File: src/rtl/pcm_tdm_pkg.sv
package pcm_tdm_pkg;
    localparam int unsigned SLOT_CODE_W   = 3;
    localparam int unsigned MAX_SLOT_CODE = 5;
    localparam int unsigned MIN_SLOTS     = 4;

    // Bit clocks per frame for a slot-mode code; codes above the limit clamp.
    function automatic int unsigned frame_bits(input logic [SLOT_CODE_W-1:0] code,
                                               input int unsigned slot_bits);
        int unsigned c;
        c = (32'(code) > MAX_SLOT_CODE) ? MAX_SLOT_CODE : 32'(code);
        return (slot_bits * MIN_SLOTS) << c;
    endfunction
endpackage

File: src/rtl/pcm_frame_timer.sv
module pcm_frame_timer
    import pcm_tdm_pkg::*;
#(
    parameter int unsigned SLOT_BITS = 8,
    parameter int unsigned SYNCW_W   = 6,
    parameter int unsigned POS_W     = 10
) (
    input  logic                   clk,
    input  logic                   rst_n,
    input  logic                   tick,
    input  logic [SLOT_CODE_W-1:0] slot_mode,
    input  logic [SYNCW_W-1:0]     sync_width,
    input  logic                   sync_pol,
    input  logic                   master,
    input  logic                   data_drv_fall,
    input  logic                   data_cap_fall,
    input  logic                   sync_drv_fall,
    input  logic                   sync_cap_fall,
    input  logic                   fsync_in,
    output logic                   bclk_lvl,
    output logic                   drv_edge,
    output logic                   cap_edge,
    output logic [POS_W-1:0]       pos_now,
    output logic [POS_W-1:0]       pos_nx,
    output logic                   fsync_line
);
    typedef struct packed {
        logic             bclk;
        logic [POS_W-1:0] pos;
        logic             fs_act;
        logic             fs_seen;
        logic             resync;
    } tmr_t;

    localparam tmr_t TMR_RST = '{bclk: 1'b0, pos: '1, fs_act: 1'b0,
                                 fs_seen: 1'b0, resync: 1'b0};

    tmr_t             tmr_q, tmr_d;
    logic             rise_c, fall_c, sdrv_c, scap_c, fs_in_act_c;
    logic [POS_W-1:0] last_c, pos_nx_c, sync_pos_c;

    always_comb begin
        tmr_d       = tmr_q;
        rise_c      = tick & ~tmr_q.bclk;
        fall_c      = tick & tmr_q.bclk;
        drv_edge    = data_drv_fall ? fall_c : rise_c;
        cap_edge    = data_cap_fall ? fall_c : rise_c;
        sdrv_c      = sync_drv_fall ? fall_c : rise_c;
        scap_c      = sync_cap_fall ? fall_c : rise_c;
        last_c      = POS_W'(frame_bits(slot_mode, SLOT_BITS) - 1);
        fs_in_act_c = (fsync_in == sync_pol);

        if (tick) begin
            tmr_d.bclk = ~tmr_q.bclk;
        end

        if (tmr_q.resync && !master) begin
            pos_nx_c = '0;
        end else if (tmr_q.pos >= last_c) begin
            pos_nx_c = '0;
        end else begin
            pos_nx_c = tmr_q.pos + 1'b1;
        end

        if (drv_edge) begin
            tmr_d.pos    = pos_nx_c;
            tmr_d.resync = 1'b0;
        end

        sync_pos_c = drv_edge ? pos_nx_c : tmr_q.pos;
        if (sdrv_c) begin
            tmr_d.fs_act = master && (32'(sync_pos_c) < 32'(sync_width));
        end

        if (scap_c) begin
            tmr_d.fs_seen = fs_in_act_c;
            if (fs_in_act_c && !tmr_q.fs_seen && !master) begin
                tmr_d.resync = 1'b1;
            end
        end
    end

    always_ff @(posedge clk or negedge rst_n) begin
        if (!rst_n) begin
            tmr_q <= TMR_RST;
        end else begin
            tmr_q <= tmr_d;
        end
    end

    assign bclk_lvl   = tmr_q.bclk;
    assign pos_now    = tmr_q.pos;
    assign pos_nx     = pos_nx_c;
    assign fsync_line = tmr_q.fs_act ? sync_pol : ~sync_pol;

    // the bit clock level moves only on a tick
    p_bclk_hold_r2: assert property (@(posedge clk) disable iff (!rst_n)
        !tick |=> $stable(bclk_lvl));

    // frame position advances only on the data drive edge
    p_pos_hold_r1: assert property (@(posedge clk) disable iff (!rst_n)
        !drv_edge |=> $stable(pos_now));

    // sync output changes only on the sync drive edge
    p_sync_edge_r10: assert property (@(posedge clk) disable iff (!rst_n)
        !sdrv_c |=> $stable(tmr_q.fs_act));
endmodule

File: src/rtl/pcm_tx_slot.sv
module pcm_tx_slot #(
    parameter int unsigned SAMPLE_W = 16,
    parameter int unsigned POS_W    = 10,
    parameter int unsigned START_W  = 10
) (
    input  logic                clk,
    input  logic                rst_n,
    input  logic                drv_edge,
    input  logic [POS_W-1:0]    pos_nx,
    input  logic [START_W-1:0]  slot_start,
    input  logic                tx_hiz,
    input  logic [SAMPLE_W-1:0] tx_data,
    input  logic                tx_valid,
    output logic                tx_ready,
    output logic                tx_underrun,
    output logic                sd_out,
    output logic                sd_oe
);
    typedef struct packed {
        logic [SAMPLE_W-1:0] sh;
        logic                active;
        logic                ready;
        logic                under;
    } tx_t;

    tx_t         tx_q, tx_d;
    logic [31:0] p_c, s_c;

    always_comb begin
        tx_d       = tx_q;
        tx_d.ready = 1'b0;
        tx_d.under = 1'b0;
        p_c        = 32'(pos_nx);
        s_c        = 32'(slot_start);
        if (drv_edge) begin
            if (p_c == s_c) begin
                tx_d.active = 1'b1;
                if (tx_valid) begin
                    tx_d.sh    = tx_data;
                    tx_d.ready = 1'b1;
                end else begin
                    tx_d.sh    = '0;
                    tx_d.under = 1'b1;
                end
            end else if (p_c > s_c && p_c < s_c + SAMPLE_W) begin
                tx_d.sh     = {tx_q.sh[SAMPLE_W-2:0], 1'b0};
                tx_d.active = 1'b1;
            end else begin
                tx_d.sh     = '0;
                tx_d.active = 1'b0;
            end
        end
    end

    always_ff @(posedge clk or negedge rst_n) begin
        if (!rst_n) begin
            tx_q <= '0;
        end else begin
            tx_q <= tx_d;
        end
    end

    assign sd_out      = tx_q.active & tx_q.sh[SAMPLE_W-1];
    assign sd_oe       = tx_q.active | ~tx_hiz;
    assign tx_ready    = tx_q.ready;
    assign tx_underrun = tx_q.under;

    // the accepted sample's MSB is on the line in the ready cycle
    p_load_msb_r5: assert property (@(posedge clk) disable iff (!rst_n)
        tx_ready |-> (sd_oe && sd_out == $past(tx_data[SAMPLE_W-1])));

    // an underrun slot starts by driving a zero
    p_under_zero_r6: assert property (@(posedge clk) disable iff (!rst_n)
        tx_underrun |-> (sd_oe && !sd_out));

    // the line moves only on a drive edge
    p_sd_edge_r4: assert property (@(posedge clk) disable iff (!rst_n)
        !drv_edge |=> $stable(sd_out));
endmodule

File: src/rtl/pcm_rx_slot.sv
module pcm_rx_slot #(
    parameter int unsigned SAMPLE_W = 16,
    parameter int unsigned POS_W    = 10,
    parameter int unsigned START_W  = 10
) (
    input  logic                clk,
    input  logic                rst_n,
    input  logic                cap_edge,
    input  logic [POS_W-1:0]    pos_now,
    input  logic [START_W-1:0]  slot_start,
    input  logic                sd_in,
    output logic [SAMPLE_W-1:0] rx_data,
    output logic                rx_valid
);
    typedef struct packed {
        logic [SAMPLE_W-1:0] sh;
        logic [SAMPLE_W-1:0] data;
        logic                valid;
    } rx_t;

    rx_t                 rx_q, rx_d;
    logic [31:0]         p_c, s_c;
    logic [SAMPLE_W-1:0] nsh_c;

    always_comb begin
        rx_d       = rx_q;
        rx_d.valid = 1'b0;
        p_c        = 32'(pos_now);
        s_c        = 32'(slot_start);
        nsh_c      = {rx_q.sh[SAMPLE_W-2:0], sd_in};
        if (cap_edge && p_c >= s_c && p_c < s_c + SAMPLE_W) begin
            rx_d.sh = nsh_c;
            if (p_c == s_c + SAMPLE_W - 1) begin
                rx_d.data  = nsh_c;
                rx_d.valid = 1'b1;
            end
        end
    end

    always_ff @(posedge clk or negedge rst_n) begin
        if (!rst_n) begin
            rx_q <= '0;
        end else begin
            rx_q <= rx_d;
        end
    end

    assign rx_data  = rx_q.data;
    assign rx_valid = rx_q.valid;

    // the receive strobe lasts one cycle
    p_rx_pulse_r8: assert property (@(posedge clk) disable iff (!rst_n)
        rx_valid |=> !rx_valid);

    // the received word holds after its strobe
    p_rx_hold_r8: assert property (@(posedge clk) disable iff (!rst_n)
        rx_valid |=> $stable(rx_data));
endmodule

File: src/rtl/pcm_tdm_port.sv
module pcm_tdm_port
    import pcm_tdm_pkg::*;
#(
    parameter int unsigned SAMPLE_W  = 16,
    parameter int unsigned SLOT_BITS = 8,
    parameter int unsigned START_W   = 10,
    parameter int unsigned SYNCW_W   = 6
) (
    input  logic                   clk,
    input  logic                   rst_n,
    input  logic                   bclk_tick,
    input  logic [SLOT_CODE_W-1:0] cfg_slot_mode,
    input  logic [START_W-1:0]     cfg_slot_start,
    input  logic [SYNCW_W-1:0]     cfg_sync_width,
    input  logic                   cfg_sync_pol,
    input  logic                   cfg_master,
    input  logic                   cfg_tx_hiz,
    input  logic                   cfg_data_drv_fall,
    input  logic                   cfg_data_cap_fall,
    input  logic                   cfg_sync_drv_fall,
    input  logic                   cfg_sync_cap_fall,
    output logic                   bclk_out,
    output logic                   bclk_oe,
    output logic                   fsync_out,
    output logic                   fsync_oe,
    input  logic                   fsync_in,
    input  logic [SAMPLE_W-1:0]    tx_data,
    input  logic                   tx_valid,
    output logic                   tx_ready,
    output logic                   tx_underrun,
    output logic                   sd_out,
    output logic                   sd_oe,
    input  logic                   sd_in,
    output logic [SAMPLE_W-1:0]    rx_data,
    output logic                   rx_valid
);
    localparam int unsigned MAX_FRAME = SLOT_BITS * MIN_SLOTS * (1 << MAX_SLOT_CODE);
    localparam int unsigned POS_W     = $clog2(MAX_FRAME);

    logic             bclk_lvl, drv_edge, cap_edge;
    logic [POS_W-1:0] pos_now, pos_nx;

    pcm_frame_timer #(
        .SLOT_BITS (SLOT_BITS),
        .SYNCW_W   (SYNCW_W),
        .POS_W     (POS_W)
    ) u_timer (
        .clk           (clk),
        .rst_n         (rst_n),
        .tick          (bclk_tick),
        .slot_mode     (cfg_slot_mode),
        .sync_width    (cfg_sync_width),
        .sync_pol      (cfg_sync_pol),
        .master        (cfg_master),
        .data_drv_fall (cfg_data_drv_fall),
        .data_cap_fall (cfg_data_cap_fall),
        .sync_drv_fall (cfg_sync_drv_fall),
        .sync_cap_fall (cfg_sync_cap_fall),
        .fsync_in      (fsync_in),
        .bclk_lvl      (bclk_lvl),
        .drv_edge      (drv_edge),
        .cap_edge      (cap_edge),
        .pos_now       (pos_now),
        .pos_nx        (pos_nx),
        .fsync_line    (fsync_out)
    );

    pcm_tx_slot #(
        .SAMPLE_W (SAMPLE_W),
        .POS_W    (POS_W),
        .START_W  (START_W)
    ) u_tx (
        .clk         (clk),
        .rst_n       (rst_n),
        .drv_edge    (drv_edge),
        .pos_nx      (pos_nx),
        .slot_start  (cfg_slot_start),
        .tx_hiz      (cfg_tx_hiz),
        .tx_data     (tx_data),
        .tx_valid    (tx_valid),
        .tx_ready    (tx_ready),
        .tx_underrun (tx_underrun),
        .sd_out      (sd_out),
        .sd_oe       (sd_oe)
    );

    pcm_rx_slot #(
        .SAMPLE_W (SAMPLE_W),
        .POS_W    (POS_W),
        .START_W  (START_W)
    ) u_rx (
        .clk        (clk),
        .rst_n      (rst_n),
        .cap_edge   (cap_edge),
        .pos_now    (pos_now),
        .slot_start (cfg_slot_start),
        .sd_in      (sd_in),
        .rx_data    (rx_data),
        .rx_valid   (rx_valid)
    );

    assign bclk_out = cfg_master & bclk_lvl;
    assign bclk_oe  = cfg_master;
    assign fsync_oe = cfg_master;

    // in slave mode the clock pin never goes high
    p_slave_clk_r2: assert property (@(posedge clk) disable iff (!rst_n)
        !cfg_master |-> !bclk_out);

    // a sample is either taken or missing, never both
    p_ready_under_r5: assert property (@(posedge clk) disable iff (!rst_n)
        $onehot0({tx_ready, tx_underrun}));
endmodule

File: config.mk
export PLATFORM = sky130hd
export DESIGN_NAME = pcm_tdm_port
export DESIGN_NICKNAME = d
export VERILOG_FILES = /design/src/rtl/pcm_tdm_pkg.sv /design/src/rtl/pcm_frame_timer.sv /design/src/rtl/pcm_tx_slot.sv /design/src/rtl/pcm_rx_slot.sv /design/src/rtl/pcm_tdm_port.sv
export SDC_FILE = /design/constraint.sdc
export NUM_CORES = 1
export LEC_CHECK = 0
export ABC_AREA = 1
export BUFFER_PORTS_ARGS = -buffer_cell sky130_fd_sc_hd__buf_4
export CAP_MARGIN = 20
export CORE_MARGIN = 5
export CORE_UTILIZATION = 58
export DETAILED_ROUTE_END_ITERATION = 12
export PLACE_DENSITY_LB_ADDON = 0.08
export SLEW_MARGIN = 20
export SYNTH_ARGS = -nofsm -noshare
export SYNTH_HDL_FRONTEND = slang
export SYNTH_SLANG_ARGS = --single-unit
File: constraint.sdc
create_clock -name clk -period 4.1 [get_ports clk]
set_clock_uncertainty 0.05 [all_clocks]
set_input_delay 0 -clock clk [delete_from_list [all_inputs] [get_ports clk]]
set_output_delay 0 -clock clk [all_outputs]
set_load 0.01 [all_outputs]
# --- Word level (Yosys, flattened, before mapping) ---
# Cells that the tools add are included.
word_totals:
  output_inout_bits: 25
  word_cells: 66
  reg_bits: 65
  inputBits: 48
classes:
  bitwise_logic: 8
  n_shift: 1
  n_eq_ne: 3
  n_lt_le_gt_ge: 7
  add_sub_neg: 4
  n_reduce_logical: 10
  muxes: 21
op_table:
  columns: ["operator", "count"]
  rows:
  - ["< comparator 10 x 32 -> 1 bit", 2]
  - ["2-to-1 mux 17 bit", 2]
  - ["equality test 10 x 32 -> 1 bit", 1]
  - ["<< shifter 6 x 32 -> 10 bit (first input constant)", 1]
  - ["subtractor 32 x 1 -> 32 bit (second input constant)", 1]
  - ["2-to-1 mux 10 bit", 3]
  - [">= comparator 10 bit", 2]
  - ["2-to-1 mux 16 bit", 1]
  - ["2-to-1 mux 1 bit", 12]
  - ["adder 10 x 5 -> 11 bit (second input constant)", 1]
  - ["adder 10 x 1 -> 10 bit (second input constant)", 1]
  - ["equality test 10 bit", 1]
  - ["> comparator 10 bit", 1]
  - ["< comparator 10 x 6 -> 1 bit", 1]
  - ["subtractor 10 x 1 -> 10 bit (second input constant)", 1]
  - ["logical AND 1 bit", 7]
  - ["AND 1 bit", 4]
  - ["2-to-1 mux 2 bit", 2]
  - ["> comparator 3 bit (second input constant)", 1]
  - ["2-to-1 mux 3 bit", 1]
  - ["NOT 1 bit", 3]
  - ["zero test 1 bit", 2]
  - ["AND reduction 2 bit", 1]
  - ["equality test 1 bit", 1]
  - ["bitwise OR 1 bit", 1]

# --- Longest topological paths before layout ---
# Gate-level depths: netlist (run 1).
depth:
  depth_word: 11
  depth_mapped: 25
  ltp_nobuf: 25

# --- Hierarchy ---
# Synthesis (run 1) repeated with hierarchy kept, for this count alone.
hier_totals:
  hier_cells: 733
  area_unflattened_um2: 5221.3
by_module_without_submodules:
  columns: ["module", "cells_per_inst", "seq_area_each_um2", "area_each_um2", "n_inst"]
  rows:
  - ["pcm_rx_slot", 332, 800.8, 2294.7, 1]
  - ["pcm_tx_slot", 196, 475.5, 1536.5, 1]
  - ["pcm_frame_timer", 201, 362.8, 1367.6, 1]
  - ["pcm_tdm_port", 4, 0.0, 22.5, 1]

# --- Least setup slack after synthesis (run 1) ---
# OpenSTA, ideal clock, no wires.
synth_timing:
  kind: "input-to-reg"
  startpoint: "input port cfg_slot_mode[0]"
  endpoint: "register u_tx.tx_q[10] in the netlist's numbering"
  required_time_ns: 3.973
  path_stages: 24
  t_arrival_ns: 3.054
  slack_ns: 0.918
  setup_ns: 0.077
  path_buffers: 1
  cell_sequence: "nor2_1 -> inv_1 -> nor2_1 -> inv_1 -> ha_1 -> xor2_1 -> ha_1 -> a21oi_1 -> o21ai_0 -> nor2_1 -> nand2_1 -> nor2_1 -> inv_1 -> nor2_1 -> ha_1 -> nand2_1 -> inv_1 -> and3_1 -> inv_1 -> nand2_1 -> inv_1 -> clkbuf_1 -> nand3_1 -> a21oi_1"
synth_between:
  elab_chain_len: 11
  elab_cells_between_ends: 13
  classes_between: "add/sub: 1; order compare: 4; eq/ne: 1; shift: 1; mux: 5; reduce/logical: 1"
synth_lines:
  columns: ["item", "line_no", "text"]
  rows:
  - ["from (decl)", "pcm_tdm_port.sv:12", "input logic [SLOT_CODE_W-1:0] cfg_slot_mode,"]
  - ["> comparator 3 bit", "pcm_tdm_pkg.sv:10", "c = (32'(code) > MAX_SLOT_CODE) ? MAX_SLOT_CODE : 32'(code);"]
  - ["2-to-1 mux 3 bit (*)", "pcm_tdm_pkg.sv:10", null]
  - ["<< shifter 6 x 32 -> 10 bit (*)", "pcm_tdm_pkg.sv:11", "return (slot_bits * MIN_SLOTS) << c;"]
  - ["subtractor 10 x 1 -> 10 bit (*)", "pcm_frame_timer.sv:50", "last_c = POS_W'(frame_bits(slot_mode, SLOT_BITS) - 1);"]
  - [">= comparator 10 bit (*)", "pcm_frame_timer.sv:59", "end else if (tmr_q.pos >= last_c) begin"]
  - ["2-to-1 mux 10 bit (*)", "pcm_frame_timer.sv:59", null]
  - ["2-to-1 mux 10 bit (*)", "pcm_frame_timer.sv:57", "if (tmr_q.resync && !master) begin"]
  - ["< comparator 10 x 32 -> 1 bit or > comparator 10 bit (tied branches)", "pcm_tx_slot.sv:45", "end else if (p_c > s_c && p_c < s_c + SAMPLE_W) begin"]
  - ["logical AND 1 bit", "pcm_tx_slot.sv:45", null]
  - ["2-to-1 mux 17 bit", "pcm_tx_slot.sv:45", null]
  - ["2-to-1 mux 17 bit (*)", "pcm_tx_slot.sv:36", "if (p_c == s_c) begin"]
  - ["to (signal assigned)", "pcm_tx_slot.sv:59", "tx_q <= tx_d;"]
  - ["to (decl)", "pcm_tx_slot.sv:26", "tx_t tx_q, tx_d;"]
# Every way passes the cells marked *; elsewhere a longest branch is shown, timed or not.
# A chain may end at the register's enable or synchronous reset.

# --- Final worst setup path (run 1) ---
layout_timing:
  startpoint: "register u_timer.tmr_q (netlist bit u_timer.pos_now[9])"
  endpoint: "register u_tx.tx_q[11] in the netlist's numbering"
layout_between:
  elab_chain_len: 7
  elab_cells_between_ends: 10
  classes_between: "add/sub: 1; order compare: 3; eq/ne: 1; mux: 4; reduce/logical: 1"
layout_lines:
  columns: ["item", "line_no", "text"]
  rows:
  - ["from (decl)", "pcm_frame_timer.sv:38", "tmr_t tmr_q, tmr_d;"]
  - ["from (signal assigned)", "pcm_frame_timer.sv:87", "tmr_q <= tmr_d;"]
  - ["adder 10 x 1 -> 10 bit or >= comparator 10 bit (tied branches)", "pcm_frame_timer.sv:62, pcm_frame_timer.sv:59", null]
  - ["2-to-1 mux 10 bit (*)", "pcm_frame_timer.sv:59", null]
  - ["2-to-1 mux 10 bit (*)", "pcm_frame_timer.sv:57", null]
  - ["< comparator 10 x 32 -> 1 bit or > comparator 10 bit (tied branches)", "pcm_tx_slot.sv:45", null]
  - ["logical AND 1 bit", "pcm_tx_slot.sv:45", null]
  - ["2-to-1 mux 17 bit", "pcm_tx_slot.sv:45", null]
  - ["2-to-1 mux 17 bit (*)", "pcm_tx_slot.sv:36", null]
# Marks and branches as above.

==> key figures, run 1 <==
Run status
  – Result of the run: completed

Timing
  – Time the worst path needs with I/O delays and setup: 3.54 ns
  – Post-Route Hold Slack: 0.0595 ns
  – Final period util: 0.863
  – Crit path setup slack, layout: 0.561 ns
  – Final Hold Vio Count: 0
  – Endpoints failing setup: 0
  – Unrepaired setup endpoints after global routing: false
  – Setup TNS Final: 0 ns
  – Worst slew margin relative to its limit: 0.462
  – Pin slew with the least headroom to its limit: 0.807 ns
  – Final slew viol count: 0
  – Maximum clock rate: 283 MHz

Synthesis
  – Sequential element share of the synthesized area: 0.337
  – Combinational family with the most area after synthesis: simple AND/OR/NAND/NOR gates
  – Fraction of the mapped netlist area in adder cells: 0.123
  – Synthesized net count: 766
  – Synth Instances: 670
  – Distinct cell type count after synthesis: 42
  – Mapped Area: 4870 um^2
  – Share of the synthesized area in the top cell type: 0.283
  – Simple-gate area share of the yosys netlist: 0.305
  – Number of enable flip-flop cells after synthesis: 0
  – Dominant synthesized flop cell: dfrtp_1
  – Warnings, synthesis: 0
  – Xor-xnor portion of the synthesized cell area: 0.0198
  – Asr flop ratio synth: 1.00
  – Top post-synthesis cells by area: dfrtp_1, ha_1, nand2_1
  – Register bit count reported by yosys: 65
  – Mapped Avg Cell Area: 7.27 um^2
  – Portion of netlist area occupied by mux cells: 0
  – Area fraction in compound gates after synthesis: 0.106
  – Dominant cell type by area after synthesis: dfrtp_1

Worst setup path
  – Sort of element at the start of the critical path: flip-flop
  – Biggest fanout along the worst timing path: 16
  – Critical Path AT: 3.75 ns
  – Crit Path Class: reg -> reg
  – Capturing element type of the critical path: flip-flop
  – R2R cell count: 17
  – Required time of the worst setup path: 4.31 ns

Floorplanning
  – Die Outline Area: 10300 um^2
  – Initial cell density of the core: 0.593
  – Number of top-level pins: 73
  – Die outline width: 102 um
  – Die height: 102 um
  – Core Rows: 33
  – Core region area: 8220 um^2

Detailed routing
  – Number of DRC violations after detailed routing: 0
  – Length of the first detailed-routing pass in iterations: 5
  – Detailed Route WL: 12.1 mm
  – Number of routed nets with antenna violations: 0
  – Starting DRC count in detailed routing: 258
  – Overall via count from detail_route: 4570
  – Drt wl/cell: 13.8 um
  – Detailed-route wire length on metal 1: 4.97 mm
  – Post-DR vias/cell: 5.23
  – Met3 wirelength from detailed routing: 830 um
  – Highest signal layer in the routed design: met4
  – Amount of wire on met2 after detailed routing: 6.04 mm

Placed design
  – Hpwl dp: 8.80 mm
  – Number of port buffers: 72
  – Cell area reported after detailed placement: 5450 um^2
  – Final Wtd Congestion: 0.881
  – Worst Setup Slack post-DPL: 0.461 ns

Worst hold path
  – Worst min path class: in -> reg
  – Hold Path Stages: 7

CTS
  – Cell at the root of the clock tree: clkbuf_8
  – Clock H-tree levels: 3
  – Clock latency at the later pin of the worst-skew pair: 0.34 ns
  – CTS tree: done
  – Gates resized, CTS repair: 0
  – Number of CTS-inserted buffers: 9
  – Clock-pin transition on the worst setup and hold timing paths: 0.08 ns
  – Number of buffers between clock root and the deepest sink: 2
  – Clock sink count: 65

Run
  – Max capacitance violation total: 0

Power and ir drop
  – Leakage power total: 3.14 nW
  – Maximum ir drop on the vdd rail: 276 uV
  – Power density over the cells: 420 nW/um^2

Global routing
  – Wire length of the first global-routing pass: 20.3 mm
  – Total global routing track utilization: 0.245
  – Total overflow reported by the global router: 0
  – Via count of the first global-routing pass: 4499
  – Initial antenna violation count: 0
  – Largest net degree at the start of global routing: 66

Final layout
  – Nets@finish: 860
  – Commonest cells after routing, fill and taps aside: nand2_1, inv_1, buf_4
  – Layout filler cell count: 663
  – Share of post-route cells with drive strength above 1: 0.183
  – Most common library cell in the layout ignoring fill and taps: nand2_1
  – Antenna diode count: 0
  – Area growth from synthesis to final layout: 21.9%
  – Final Cell Area: 5940 um^2
  – Final Core Density: 0.723
per-layer routing:
metal / GRT usage / vias to the layer above
met5: 0 / -
met4: 0.0757 / 0
met3: 0.0468 / 20
met2: 0.418 / 148
met1: 0.315 / 2074
li1: - / 2328
critical path, stage by stage, from the launching register on:
cell	delay (ns)
dfstp_2	0.66
ha_1	0.28
a21oi_1	0.17
o21ai_0	0.10
nor2_1	0.13
nand2_1	0.09
nor2_1	0.20
inv_1	0.15
nor2_1	0.22
ha_1	0.29
nand2_1	0.09
nor2_1	0.05
and3_1	0.17
inv_1	0.09
nand2_1	0.06
inv_1	0.35
nand3_1	0.14
a21oi_1	0.18
through the flow:
stage | cells | power (mW)
5_1_grt | 874 | 2.70
6_report | 874 | 2.49
2_1_floorplan | 670 | 1.57
3_5_place_dp | 831 | 1.85
3_3_place_gp | 831 | 1.81
4_1_cts | 874 | 2.49
sequential cells by signal (all words and copies together) (netlist names), 3 cells and up:
name and cells:
u_rx.nsh_c 15, u_rx.rx_data 16, u_timer.pos_now 10, u_timer.tmr_q 3, u_tx.tx_q 17
cell usage after synthesis, types with 2 or more instances:
cell type  instances
dfstp_2           10
xor2_1             6
nor2_4             4
and3_1             2
inv_1            105
clkinv_2           2
ha_1              48
dfrtp_1           55
nand4_1           20
buf_4              3
nand3b_1           2
o21ai_0           28
nor3_1             5
o21ai_2            4
nand2_1          156
nor3b_1            2
nand2_2           13
nand4_2            2
nor2_1            62
nand3_1           41
nor2_2             6
o21bai_1           2
xnor2_1            5
clkbuf_1           7
buf_6              4
buf_2              6
or2_1              2
nand3_2            4
a21oi_1           51
area by class of cell:
cell class                 instances  area, um^2  area share
sequential                        65        1640       0.276
clock buffer                       9         124      0.0209
multi-input combinational        476        2700       0.454
timing repair buffer             103         841       0.142
clock inverter                     7        95.1      0.0160
tap                              105         131      0.0221
inverter                         109         412      0.0693
power breakdown:
part	internal [mW]	total (mW)	switching (mW)
clock network	0.342	0.603	0.260
logic	0.368	0.921	0.552
registers	0.824	0.968	0.144
total	1.53	2.49	0.957
logic make-up after synthesis:
logic type      count (synthesis)
buf+inv                       129
simple gates                  323
fa+ha+maj                      48
compound gates                 94
xor+xnor                       11
flops                          65
worst paths after layout:
| path | endpoint | from | slack [ns] |
|---|---|---|---|
| worst max-delay path | u_tx.tx_q[11]$_DFFE_PN0N_ | u_timer.pos_now[9]$_DFF_PN1_ | 0.56 |
| worst min-delay path | u_timer.tmr_q[2]$_DFFE_PN0P_ | cfg_sync_width[0] | 0.06 |
| worst max register to register | u_tx.tx_q[11]$_DFFE_PN0N_ | u_timer.pos_now[9]$_DFF_PN1_ | 0.56 |
| worst min register to register | u_rx.rx_data[15]$_DFFE_PN0P_ | u_rx.nsh_c[15]$_DFFE_PN0P_ | 0.43 |
| max in group asynchronous | u_timer.tmr_q[2]$_DFFE_PN0P_ | rst_n | 3.23 |
| min in group asynchronous | u_rx.rx_data[1]$_DFFE_PN0P_ | rst_n | 0.24 |
repair_timing:
action                                  in CTS  in global routing
setup buffers                                0                  0
hold buffers                                27                  0
endpoints found under the hold margin       79                  0
endpoints found under the setup margin       0                  0
No activity file was read; power rests on OpenSTA's default activity.
==> inputs of run 2 (changes only) <==
Settings changed: CORE_UTILIZATION 58 to 59, SYNTH_HIERARCHICAL from default to 1.
==> key figures, run 2 <==
Run status
  – Result of the run: completed

Detailed routing
  – Number of routed nets with antenna violations: 0
  – Amount of wire on met2 after detailed routing: 5.97 mm
  – Overall via count from detail_route: 4892
  – Detailed-route wire length on metal 1: 5.48 mm
  – Post-DR vias/cell: 5.27
  – Number of DRC violations after detailed routing: 0
  – Highest signal layer in the routed design: met4
  – Length of the first detailed-routing pass in iterations: 5
  – Detailed Route WL: 12.4 mm
  – Met3 wirelength from detailed routing: 743 um
  – Drt wl/cell: 13.4 um
  – Starting DRC count in detailed routing: 272

Floorplanning
  – Die Outline Area: 10800 um^2
  – Number of top-level pins: 73
  – Die height: 104 um
  – Die outline width: 104 um
  – Core region area: 8680 um^2
  – Initial cell density of the core: 0.602
  – Core Rows: 34

Synthesis
  – Number of enable flip-flop cells after synthesis: 0
  – Dominant synthesized flop cell: dfrtp_1
  – Asr flop ratio synth: 1.00
  – Commonest cells post-synth: nand2_1, inv_1, nor2_1, dfrtp_1, ha_1
  – Dominant cell type by area after synthesis: dfrtp_1
  – Sequential element share of the synthesized area: 0.314
  – Most common cell in the synthesized netlist: nand2_1
  – Top post-synthesis cells by area: dfrtp_1, nand2_1, ha_1
  – Mapped Area: 5220 um^2
  – Synth Instances: 733
  – Share of the synthesized area in the top cell type: 0.264
  – Mapped Avg Cell Area: 7.12 um^2
  – Warnings, synthesis: 6
  – Register bit count reported by yosys: 65
  – Distinct cell type count after synthesis: 42
  – Synthesized net count: 827

Global routing
  – Initial antenna violation count: 0
  – Largest net degree at the start of global routing: 66
  – Total global routing track utilization: 0.238
  – Wire length of the first global-routing pass: 21.8 mm
  – Via count of the first global-routing pass: 4875
  – Total overflow reported by the global router: 0

Final layout
  – Most common library cell in the layout ignoring fill and taps: nand2_1
  – Footprint of the multi-input gates: 2960 um^2
  – Nets@finish: 910
  – Commonest cells after routing, fill and taps aside: nand2_1, inv_1, buf_4
  – Antenna diode count: 0
  – FF+latch area: 1640 um^2
  – Layout filler cell count: 715
  – Area growth from synthesis to final layout: 18.3%
  – Share of post-route cells with drive strength above 1: 0.193
  – Flip-flop count of the largest register, all copies and words added: 17
  – Register bank with the most flops: u_tx/tx_q

CTS
  – Cell at the root of the clock tree: clkbuf_8
  – Number of CTS-inserted buffers: 9
  – Clock latency at the later pin of the worst-skew pair: 0.35 ns
  – CTS tree: done
  – Post-CTS setup buffers: 0
  – Number of buffers between clock root and the deepest sink: 2
  – Clock-pin transition on the worst setup and hold timing paths: 0.08 ns
  – Clock sink count: 65
  – Clock H-tree levels: 3

Worst setup path
  – Delay of the slowest cell on the worst path: 0.66 ns
  – CP max-delay cell: dfstp_2
  – Crit Path Class: reg -> reg
  – Required time of the worst setup path: 4.33 ns
  – Capturing element type of the critical path: flip-flop
  – Number of buffers and inverters on the critical path: 1
  – Cell occurring most often along the worst timing path: nand2_1
  – Biggest fanout along the worst timing path: 16
  – Critical Path AT: 3.61 ns
  – Sort of element at the start of the critical path: flip-flop
  – CP Cell Sequence: ha_1 > a21oi_1 > nand2_1 > nor2_2 > nand2_1 > nor2_2 > inv_2 > nor2_1 > ha_1 > nand2_1 > nor2_1 > nand3_1 > nand3_2 > nor2_4 > nand3_1 > a21oi_1
  – CP top delay family: simple AND/OR/NAND/NOR gates

Placed design
  – Number of port buffers: 72
  – Final Wtd Congestion: 0.911
  – Hpwl dp: 8.92 mm

Timing
  – Pin slew with the least headroom to its limit: 0.811 ns
  – Setup TNS Final: 0 ns
  – Final Hold Vio Count: 0
  – Final slew viol count: 0
  – Time the worst path needs with I/O delays and setup: 3.39 ns
  – Unrepaired setup endpoints after global routing: false
  – Worst slew margin relative to its limit: 0.459
  – Maximum clock rate: 295 MHz
  – Endpoints failing setup: 0
  – Final period util: 0.826

Worst hold path
  – Worst min path class: in -> reg

Power and ir drop
  – Maximum ir drop on the vdd rail: 369 uV
  – Leakage power total: 3.47 nW
  – Power density over the cells: 380 nW/um^2
  – Sum of internal, switching and leakage power: 2.35 mW

Run
  – Max capacitance violation total: 0
-- run 2: cell types whose count changed in the layout (fill, tap and decap cells not counted), moves of 4 or more --
cell,delta
inv_2,+8
xor2_1,+4
nand3_2,+9
a21oi_2,+8
nand3_1,-6
nand2_1,+80
nand2_2,-7
a21oi_1,-18
o21ai_0,-19
o21ai_2,-4
nand3b_1,+4
-- run 2: metal layers --
layer  global-route usage  up-vias
li1                     -     2466
met2                0.400      144
met4               0.0694        0
met3               0.0515       25
met1                0.307     2257
met5                    0        -
-- run 2: report_power, final --
part	switching [mW]	internal (mW)	total (mW)
registers	0.129	0.763	0.893
clock network	0.257	0.337	0.594
logic	0.508	0.353	0.862
total	0.894	1.45	2.35
-- run 2: area by class of cell --
type,instances,area share
multi-input cells,527,0.479
flip-flops and latches,65,0.265
clock buffers,9,0.0201
repair buffers,99,0.131
inverters,114,0.0693
clock inverters,6,0.0136
well taps,108,0.0219
-- run 2: cell families after synthesis --
family,after synthesis,share of synthesized area
AOI/OAI and AO/OA,60,0.0709
buffers and inverters,141,0.120
DFF,65,0.314
adders and majority gates,46,0.110
xor gates and xnor gates,15,0.0252
and+or+nand+nor,406,0.360
-- run 2: repair_timing --
action | CTS | global route
hold buffers | 26 | 0
endpoints found under the hold margin | 78 | 0
resized for setup | 0 | 0
-- run 2: metrics by stage --
step	hold WS [ns]	setup slack [ns]	util	instance area (um^2)	cells
after floorplan	-0.346	1.21	-	5220	733
after global placement	0.102	0.783	0.658	5710	887
after detailed placement	0.110	0.589	0.658	5710	887
after CTS	0.0380	0.747	0.712	6170	928
after global routing	0.125	0.338	0.712	6170	928
final	0.0515	0.714	0.712	6170	928
-- run 2: worst min-delay path, stage by stage --
cell	delay, ns
buf_4	0.08
nand3_1	0.06
nand2_1	0.06
nand2_1	0.05
nand2_1	0.05
nand3_1	0.06
nand2_1	0.06
-- run 2: worst paths after layout --
path                                         startpoint                           end  slack [ns]  cells past startpoint
max in group asynchronous                         rst_n  u_timer/tmr_q[1]$_DFFE_PN0N_        3.23                      2
setup / recovery           u_timer/pos_now[9]$_DFF_PN1_      u_tx/tx_q[6]$_DFFE_PN0P_        0.71                     16
hold / removal                        cfg_sync_width[0]  u_timer/tmr_q[2]$_DFFE_PN0P_        0.05                      7
min in group asynchronous                         rst_n  u_rx/rx_data[14]$_DFFE_PN0P_        0.23                      2
hold reg to reg             u_rx/rx_data[2]$_DFFE_PN0P_   u_rx/rx_data[2]$_DFFE_PN0P_        0.42                      2
setup reg to reg           u_timer/pos_now[9]$_DFF_PN1_      u_tx/tx_q[6]$_DFFE_PN0P_        0.71                     16
==> inputs of run 3 (changes only) <==
Settings changed: ABC_AREA 1 to 0, CORE_UTILIZATION 59 to 58.
Clock period 4.1 ns to 3.2 ns, I/O delays scaled along.
==> key figures, run 3 <==
Run status
  – Result of the run: finished, violations left
  – Violations in the final reports: setup timing

Global routing
  – Via count of the first global-routing pass: 4129
  – Wire length of the first global-routing pass: 19.6 mm
  – Largest net degree at the start of global routing: 66
  – Total global routing track utilization: 0.239
  – Total overflow reported by the global router: 0
  – Initial antenna violation count: 0

Synthesis
  – Number of enable flip-flop cells after synthesis: 0
  – Top post-synthesis cells by area: dfrtp_1, ha_1, dfstp_2
  – Mapped Area: 4820 um^2
  – Synthesized net count: 575
  – Dominant synthesized flop cell: dfrtp_1
  – Most common cell in the synthesized netlist: dfrtp_1
  – Register bit count reported by yosys: 65
  – Distinct cell type count after synthesis: 66
  – Dominant cell type by area after synthesis: dfrtp_1
  – Mapped Avg Cell Area: 10.0 um^2
  – Sequential element share of the synthesized area: 0.340
  – Commonest cells post-synth: dfrtp_1, ha_1, inv_1, nand2_1, nor2_1
  – Share of the synthesized area in the top cell type: 0.286
  – Asr flop ratio synth: 1.00
  – Warnings, synthesis: 6
  – Synth Instances: 481

Worst setup path
  – Sort of element at the start of the critical path: input pin
  – Capturing element type of the critical path: flip-flop
  – Required time of the worst setup path: 3.38 ns
  – Critical Path AT: 3.43 ns
  – Biggest fanout along the worst timing path: 16
  – Crit Path Class: in -> reg

Final layout
  – Final Core Density: 0.781
  – Most common library cell in the layout ignoring fill and taps: buf_4
  – Final Cell Area: 6350 um^2
  – Antenna diode count: 0
  – Nets@finish: 692
  – Share of post-route cells with drive strength above 1: 0.370
  – Register bank with the most flops: u_tx/tx_q
  – Flip-flop count of the largest register, all copies and words added: 17
  – Commonest cells after routing, fill and taps aside: buf_4, dfrtp_1, ha_1
  – Layout Cells excl Fill: 708
  – Layout filler cell count: 500
  – Area growth from synthesis to final layout: 31.9%

Detailed routing
  – Overall via count from detail_route: 4118
  – Length of the first detailed-routing pass in iterations: 4
  – Drt wl/cell: 17.6 um
  – Detailed Route WL: 12.4 mm
  – Starting DRC count in detailed routing: 221
  – Number of routed nets with antenna violations: 0
  – Number of DRC violations after detailed routing: 0
  – Post-DR vias/cell: 5.82

Power and ir drop
  – Power density over the cells: 627 nW/um^2
  – Maximum ir drop on the vdd rail: 423 uV
  – Sum of internal, switching and leakage power: 3.98 mW
  – Leakage power total: 3.05 nW

Timing
  – Crit path setup slack, layout: -0.0483 ns
  – Unrepaired setup endpoints after global routing: true
  – Maximum clock rate: 308 MHz
  – Final slew viol count: 0
  – Post-Route Hold Slack: 0.0362 ns
  – Endpoints failing setup: 13
  – Worst slew margin relative to its limit: 0.450
  – Final Hold Vio Count: 0
  – Final period util: 1.02
  – Pin slew with the least headroom to its limit: 0.824 ns
  – Time the worst path needs with I/O delays and setup: 3.25 ns
  – Setup TNS Final: -0.362 ns

Run
  – Max capacitance violation total: 0

Floorplanning
  – Core region area: 8130 um^2
  – Initial cell density of the core: 0.592
  – Die outline width: 101 um
  – Die Outline Area: 10200 um^2
  – Core Rows: 33
  – Die height: 101 um
  – Number of top-level pins: 73

CTS
  – Clock sink count: 65
  – Clock H-tree levels: 3
  – Clock-pin transition on the worst setup and hold timing paths: 0.07 ns
  – Cell at the root of the clock tree: clkbuf_8
  – Clock latency at the later pin of the worst-skew pair: 0.35 ns
  – Number of buffers between clock root and the deepest sink: 2
  – Number of CTS-inserted buffers: 9
  – CTS tree: done

Placed design
  – Cell area reported after detailed placement: 5580 um^2
  – Final Wtd Congestion: 0.934
  – Number of port buffers: 72
  – Hpwl dp: 8.37 mm
  – Worst Setup Slack post-DPL: -0.690 ns
  – Placed insts: 663

Worst hold path
  – Worst min path class: in -> reg
[run 3: final timing paths]
kind	depth (start not counted)	slack [ns]	end	start
max reg2reg	13	-0.02	u_tx/tx_q[9]$_DFFE_PN0P_	u_timer/pos_now[7]$_DFF_PN1_
min	5	0.04	u_timer/tmr_q[0]$_DFF_PN0_	cfg_sync_cap_fall
min in group asynchronous	2	0.24	u_rx/rx_valid$_DFF_PN0_	rst_n
min reg2reg	1	0.45	u_rx/rx_data[15]$_DFFE_PN0P_	u_rx/nsh_c[15]$_DFFE_PN0P_
max	16	-0.05	u_tx/tx_q[9]$_DFFE_PN0P_	cfg_slot_mode[0]
max in group asynchronous	2	2.32	u_timer/tmr_q[2]$_DFFE_PN0P_	rst_n
[run 3: logic make-up after synthesis]
group | count (synthesis) | synth area share
DFF | 65 | 0.340
muxes | 32 | 0.0824
adders and majority gates | 46 | 0.120
and+or+nand+nor | 145 | 0.170
AOI/OAI and AO/OA | 88 | 0.142
xor gates and xnor gates | 38 | 0.0730
buffers and inverters | 67 | 0.0727
[run 3: per-layer routing]
metal	wire length, um	up-vias	GRT usage
met5	0	-	0
met4	283	0	0.0654
met3	533	32	0.0478
met2	6460	123	0.422
met1	5170	2013	0.296
li1	-	1950	-
[run 3: area by class of cell]
type	count	area (um^2)	share of cell area
clock inverter	6	90.1	0.0142
sequential	65	1640	0.258
multi-input combinational	350	3110	0.489
clock buffer	10	138	0.0217
timing repair buffer	132	1100	0.173
tap	105	131	0.0207
inverter	40	150	0.0236
[run 3: critical path, cell delays in order]
cell and delay [ns]:
buf_4 0.11, or3_4 0.39, ha_4 0.16, xor2_1 0.16, ha_1 0.31, nand4_1 0.18
buf_4 0.22, o21ai_4 0.27, nor2_1 0.09, ha_1 0.32, nand4_1 0.17, nor3_2 0.28
nand2b_4 0.19, nor4_4 0.06, buf_12 0.16, a221o_2 0.33
[run 3: what timing repair did]
action	in CTS	in global routing
hold buffers	24	0
endpoints found under the hold margin	77	0
gates resized for setup	13	28
endpoints found under the setup margin	17	18
pin swaps	10	22
buffers inserted	2	18
cloned	1	0
[run 3: power breakdown]
group          switching (mW)  internal [mW]  total [mW]
registers              0.0947          0.958        1.05
clock network           0.335          0.462       0.797
logic                    1.20          0.932        2.13
total                    1.63           2.35        3.98
